### src/rtl/eeprom_wp_pkg.sv
package eeprom_wp_pkg;

    localparam int STAT_W = 8;
    localparam int LVL_W  = 2;

    typedef struct packed {
        logic              wel;
        logic [LVL_W-1:0]  lvl;
        logic              busy;
        logic              sr_pend;
        logic [LVL_W-1:0]  lvl_new;
        logic              grant;
        logic [STAT_W-1:0] stat;
    } ctl_t;

endpackage

### src/rtl/wp_range_dec.sv
module wp_range_dec
    import eeprom_wp_pkg::*;
#(
    parameter int ADDR_W = 9
) (
    input  logic [LVL_W-1:0]  level,
    input  logic [ADDR_W-1:0] addr,
    output logic              hit
);
    localparam int DEPTH = 1 << ADDR_W;
    localparam logic [ADDR_W:0] B_NONE = (ADDR_W+1)'(DEPTH);
    localparam logic [ADDR_W:0] B_QTR  = (ADDR_W+1)'(DEPTH - DEPTH/4);
    localparam logic [ADDR_W:0] B_HALF = (ADDR_W+1)'(DEPTH/2);

    logic [ADDR_W:0] lo_bound;

    always_comb begin
        case (level)
            2'b00:   lo_bound = B_NONE;
            2'b01:   lo_bound = B_QTR;
            2'b10:   lo_bound = B_HALF;
            default: lo_bound = '0;
        endcase
        hit = ({1'b0, addr} >= lo_bound);
    end

endmodule

### src/rtl/wp_status_fmt.sv
module wp_status_fmt
    import eeprom_wp_pkg::*;
(
    input  logic              busy,
    input  logic              wel,
    input  logic [LVL_W-1:0]  level,
    output logic [STAT_W-1:0] byte_o
);
    always_comb begin
        if (busy) byte_o = '1;
        else      byte_o = {{(STAT_W-LVL_W-2){1'b0}}, level, wel, 1'b0};
    end

endmodule

### src/rtl/eeprom_wp_ctrl.sv
module eeprom_wp_ctrl
    import eeprom_wp_pkg::*;
#(
    parameter int ADDR_W = 9
) (
    input  logic              clk,
    input  logic              rst_n,
    input  logic              cmd_wren,
    input  logic              cmd_wrdi,
    input  logic              cmd_wrsr,
    input  logic              cmd_write,
    input  logic              cmd_rdsr,
    input  logic [LVL_W-1:0]  wrsr_bits,
    input  logic [ADDR_W-1:0] addr,
    input  logic              wp_pin,
    input  logic              cycle_done,
    output logic [STAT_W-1:0] status,
    output logic              write_grant,
    output logic              busy
);
    ctl_t              ctl_d, ctl_q;
    logic              prot_hit;
    logic [STAT_W-1:0] stat_now;

    wp_range_dec #(.ADDR_W(ADDR_W)) u_dec (
        .level (ctl_q.lvl),
        .addr  (addr),
        .hit   (prot_hit)
    );

    wp_status_fmt u_fmt (
        .busy   (ctl_q.busy),
        .wel    (ctl_q.wel),
        .level  (ctl_q.lvl),
        .byte_o (stat_now)
    );

    always_comb begin
        ctl_d       = ctl_q;
        ctl_d.grant = 1'b0;
        if (cmd_rdsr) ctl_d.stat = stat_now;
        if (ctl_q.busy) begin
            if (cycle_done) begin
                ctl_d.busy = 1'b0;
                ctl_d.wel  = 1'b0;
                if (ctl_q.sr_pend) begin
                    ctl_d.lvl     = ctl_q.lvl_new;
                    ctl_d.sr_pend = 1'b0;
                end
            end
        end else if (cmd_wrdi) begin
            ctl_d.wel = 1'b0;
        end else if (cmd_wren) begin
            ctl_d.wel = 1'b1;
        end else if (cmd_wrsr) begin
            if (ctl_q.wel) begin
                ctl_d.busy    = 1'b1;
                ctl_d.sr_pend = 1'b1;
                ctl_d.lvl_new = wrsr_bits;
            end
        end else if (cmd_write) begin
            if (ctl_q.wel && wp_pin && !prot_hit) begin
                ctl_d.busy  = 1'b1;
                ctl_d.grant = 1'b1;
            end
        end
    end

    always_ff @(posedge clk or negedge rst_n) begin
        if (!rst_n) ctl_q <= '0;
        else        ctl_q <= ctl_d;
    end

    assign status      = ctl_q.stat;
    assign write_grant = ctl_q.grant;
    assign busy        = ctl_q.busy;

    AST_GRANT_OPENS_CYCLE: assert property (@(posedge clk) disable iff (!rst_n)
        write_grant |-> (busy && !$past(busy)));
    AST_NO_PROTECTED_GRANT: assert property (@(posedge clk) disable iff (!rst_n)
        (cmd_write && !cmd_wren && !cmd_wrdi && !cmd_wrsr && !ctl_q.busy && prot_hit)
        |=> !write_grant);
    AST_DONE_CLEARS: assert property (@(posedge clk) disable iff (!rst_n)
        (ctl_q.busy && cycle_done) |=> (!ctl_q.busy && !ctl_q.wel));
    AST_LEVEL_HOLD_IDLE: assert property (@(posedge clk) disable iff (!rst_n)
        !ctl_q.busy |=> $stable(ctl_q.lvl));
    AST_BUSY_FREEZES_LATCH: assert property (@(posedge clk) disable iff (!rst_n)
        (ctl_q.busy && !cycle_done) |=> (ctl_q.busy && $stable(ctl_q.wel)));
    AST_STATUS_BUSY_ONES: assert property (@(posedge clk) disable iff (!rst_n)
        (cmd_rdsr && ctl_q.busy) |=> (status == 8'hFF));
    AST_STATUS_HOLD: assert property (@(posedge clk) disable iff (!rst_n)
        !cmd_rdsr |=> $stable(status));

endmodule

### config.mk
export PLATFORM = sky130hd
export DESIGN_NAME = eeprom_wp_ctrl
export DESIGN_NICKNAME = d
export VERILOG_FILES = /design/src/rtl/eeprom_wp_pkg.sv /design/src/rtl/wp_range_dec.sv /design/src/rtl/wp_status_fmt.sv /design/src/rtl/eeprom_wp_ctrl.sv
export SDC_FILE = /design/constraint.sdc
export NUM_CORES = 1
export LEC_CHECK = 0
export BUFFER_PORTS_ARGS = -buffer_cell sky130_fd_sc_hd__buf_4
export CAP_MARGIN = 20
export CORE_MARGIN = 3
export CORE_UTILIZATION = 43
export CTS_BUF_LIST = sky130_fd_sc_hd__clkbuf_2 sky130_fd_sc_hd__clkbuf_4 sky130_fd_sc_hd__clkbuf_8
export DETAILED_ROUTE_END_ITERATION = 16
export PLACE_DENSITY = 0.77
export REMOVE_ABC_BUFFERS = 1
export SLEW_MARGIN = 20
export SYNTH_ARGS = -nofsm -noshare
export SYNTH_HDL_FRONTEND = slang
export SYNTH_SLANG_ARGS = --single-unit
export TNS_END_PERCENT = 50
### constraint.sdc
create_clock -name clk -period 1.3 [get_ports clk]
set_input_delay 0.325 -clock clk [delete_from_list [all_inputs] [get_ports clk]]
set_output_delay 0.325 -clock clk [all_outputs]
set_load 0.01 [all_outputs]
==> impl_metrics.toml <==
[clocking]
clock-sinks = 12
clock_latency_ps = 270
cts_tree = "built"
cts-root-buf = "clkbuf_4"
cts_setup_buffers = 0
cts_made_buffers = 3
clk_pin_slew_worst_paths_ps = 80
cts_max_path_buffers = 2
ctsHtreeMaxLevel = 1

[yosys]
synth.largest_area_cell = "dfrtp_1"
yosys_warnings = 0
synth_area_leaders = "dfrtp_1 45%, buf_4 9.0%, ha_1 7.5%"
synth_area_sq_um = 669
ys_ff_latch = 12
synth_top_flop_cell = "dfrtp_1"
synth.area.mux_share = 0.0953
synthArstFlopShare = 1.00
synth-simple-area-share = 0.153
synth_compound_area_frac = 0.0879
yosysTopAreaCellShare = 0.449
synth-xor-area-share = 0
ys_seq_area_frac = 0.449
synth_top_family_by_area = "simple AND/OR/NAND/NOR gates"
syn_inst = 61
synth_edf_count = 0
avgSynthCellArea_sq_um = 11.0
synth_cell_types = 23
synth-adder-area-share = 0.0748

[place]
placedCellCount = 99
placed_area_sq_um = 857
place_hpwl_um = 1190
port_buffers = 29
routabilityCongestion = 0.695

[setup_path]
reg2reg_depth = 6
arrival_ps = 1690
cp-start-kind = "flop"
critical_path_class = "reg -> reg"
required_ps = 1460
crit_fanout = 3
cp-end-kind = "flop"

[flow_run]
drv_cap = 0

[route]
drt_wl_total_um = 1580
via_count = 530
drt_pass1_iterations = 4
postRouteAntennaNets = 0
drc_errors = 0
routed_via_density = 5.10
drt-wirelength-per-cell_um = 15.2
drt-initial-drc-count = 10

[timing]
setup_slack_ps = -227
hold_viol = 0
setup_tns_ps = -458
fin_skew_ps = 6.52
grt_setup_unrepaired = "true"
slew_headroom = 0.808
finalCritPeriodShare = 1.17
setup_violations = 4
final.min_clock_period_ps = 1530
tightest_slew_ps = 287
drv_slew = 0
fmax_ghz = 0.655

[min_path]
whs_path_depth = 2
min_path_type = "in -> reg"

[pwr]
p_leak_nw = 0.472
pwr_density_cell_nw_per_um2 = 1420
peakVddDrop_v = 0.000962

[finish]
multiInputGateArea_sq_um = 355
drive_gt1_frac = 0.618
fillers = 107
finalNonFillerCells = 104
fin_util = 0.719
area_growth_pct = 48.6
seqCellArea_sq_um = 300
antenna_cells = 0
final_cell_area_sq_um = 995
fin_nets = 114

[global_routing]
grt_util_all_layers = 0.174
grt_pass1_wl_um = 2540
grt_max_degree = 13
antenna_found_initial = 0
grt_pass1_vias = 596
gr-total-overflow = 0

[die]
num_rows = 13
die_height_um = 45.5
io_pins = 30
core_sq_um = 1380
initial_core_util = 0.484
die_x_um = 45.5
die_area_sq_um = 2070

[status]
status = "complete, but fails checks"
violations = "setup timing"
[worst max-delay path: stages (launching register included)]
cell and delay (ps):
dfrtp_1 420, ha_4 180, ha_4 250, nor4b_4 190, nand2_1 110, a21oi_2 200
o31ai_2 70
[per-stage QoR]
stage | power (mW) | setup WS, ps | hold WS, ps
2_1_floorplan | 0.737 | -177 | 29.4
3_3_place_gp | 0.930 | -247 | 171
3_5_place_dp | 0.953 | -365 | 171
4_1_cts | 1.40 | -177 | 233
5_1_grt | 1.52 | -278 | 212
6_report | 1.41 | -227 | 233
[area by class of cell]
| cell class | instances | area share |
|---|---|---|
| clock buffers | 4 | 0.0365 |
| repair buffers | 33 | 0.263 |
| well taps | 15 | 0.0189 |
| inverters | 6 | 0.0226 |
| flip-flops and latches | 12 | 0.302 |
| multi-input cells | 34 | 0.357 |
[worst paths after layout]
kind                                       start                    end  slack [ps]
setup / recovery           ctl_q[13]$_DFFE_PN0P_         busy$_DFF_PN0_        -230
hold / removal                          cmd_wrsr  write_grant$_DFF_PN0_         230
setup reg to reg           ctl_q[13]$_DFFE_PN0P_         busy$_DFF_PN0_        -230
hold reg to reg            ctl_q[11]$_DFFE_PN0P_  ctl_q[11]$_DFFE_PN0P_         510
max in group asynchronous                  rst_n  ctl_q[14]$_DFFE_PN0P_         720
min in group asynchronous                  rst_n         busy$_DFF_PN0_         420
[cells by family after synthesis]
kind of cell | after synthesis
AO/OA/AOI/OAI | 8
flip-flops | 12
buffers and inverters | 15
adder cells (fa/ha/maj) | 4
multiplexers | 5
AND/OR/NAND/NOR | 17
[sequential cells by signal (all words and copies together) (netlist names)]
| name | cells |
|---|---|
| status | 4 |
| write_grant | 1 |
| ctl_q | 6 |
| busy | 1 |
[metal layers]
metal / global-route usage / wire length [um] / vias to the layer above
met5: 0 / 0 / -
met4: 0.0175 / 0 / 0
met3: 0.0711 / 114 / 0
met2: 0.334 / 872 / 21
met1: 0.179 / 596 / 251
li1: - / - / 258
[timing repair]
action / CTS / global route
pin swaps: 7 / 2
gates resized for setup: 13 / 4
hold endpoints to repair: 12 / 0
endpoints found under the setup margin: 4 / 5
hold buffers: 1 / 0
[cells in the final DEF (no fill, tap or decap), types with 2 or more instances in the layout]
| master | count |
|---|---|
| buf_4 | 29 |
| nand2_1 | 4 |
| a31oi_1 | 2 |
| ha_4 | 4 |
| inv_1 | 3 |
| nor2_1 | 5 |
| clkbuf_4 | 3 |
| inv_2 | 3 |
| dfrtp_1 | 12 |
| mux2_2 | 3 |
| mux2_4 | 2 |
| nor4b_4 | 2 |
| buf_6 | 3 |
[Yosys cell counts, drive strengths merged (2+ instances only)]
library cell	count
ha	4
o31ai	2
buf	9
a31oi	2
a21oi	2
mux2	5
nand2	5
nor4b	2
nor2	5
dfrtp	12
inv	6
[where the power goes]
| part | switching [mW] | internal (mW) |
|---|---|---|
| registers | 0.0608 | 0.458 |
| clock network | 0.120 | 0.170 |
| logic | 0.261 | 0.340 |
Note: power is estimated with default switching activity, not from simulation.
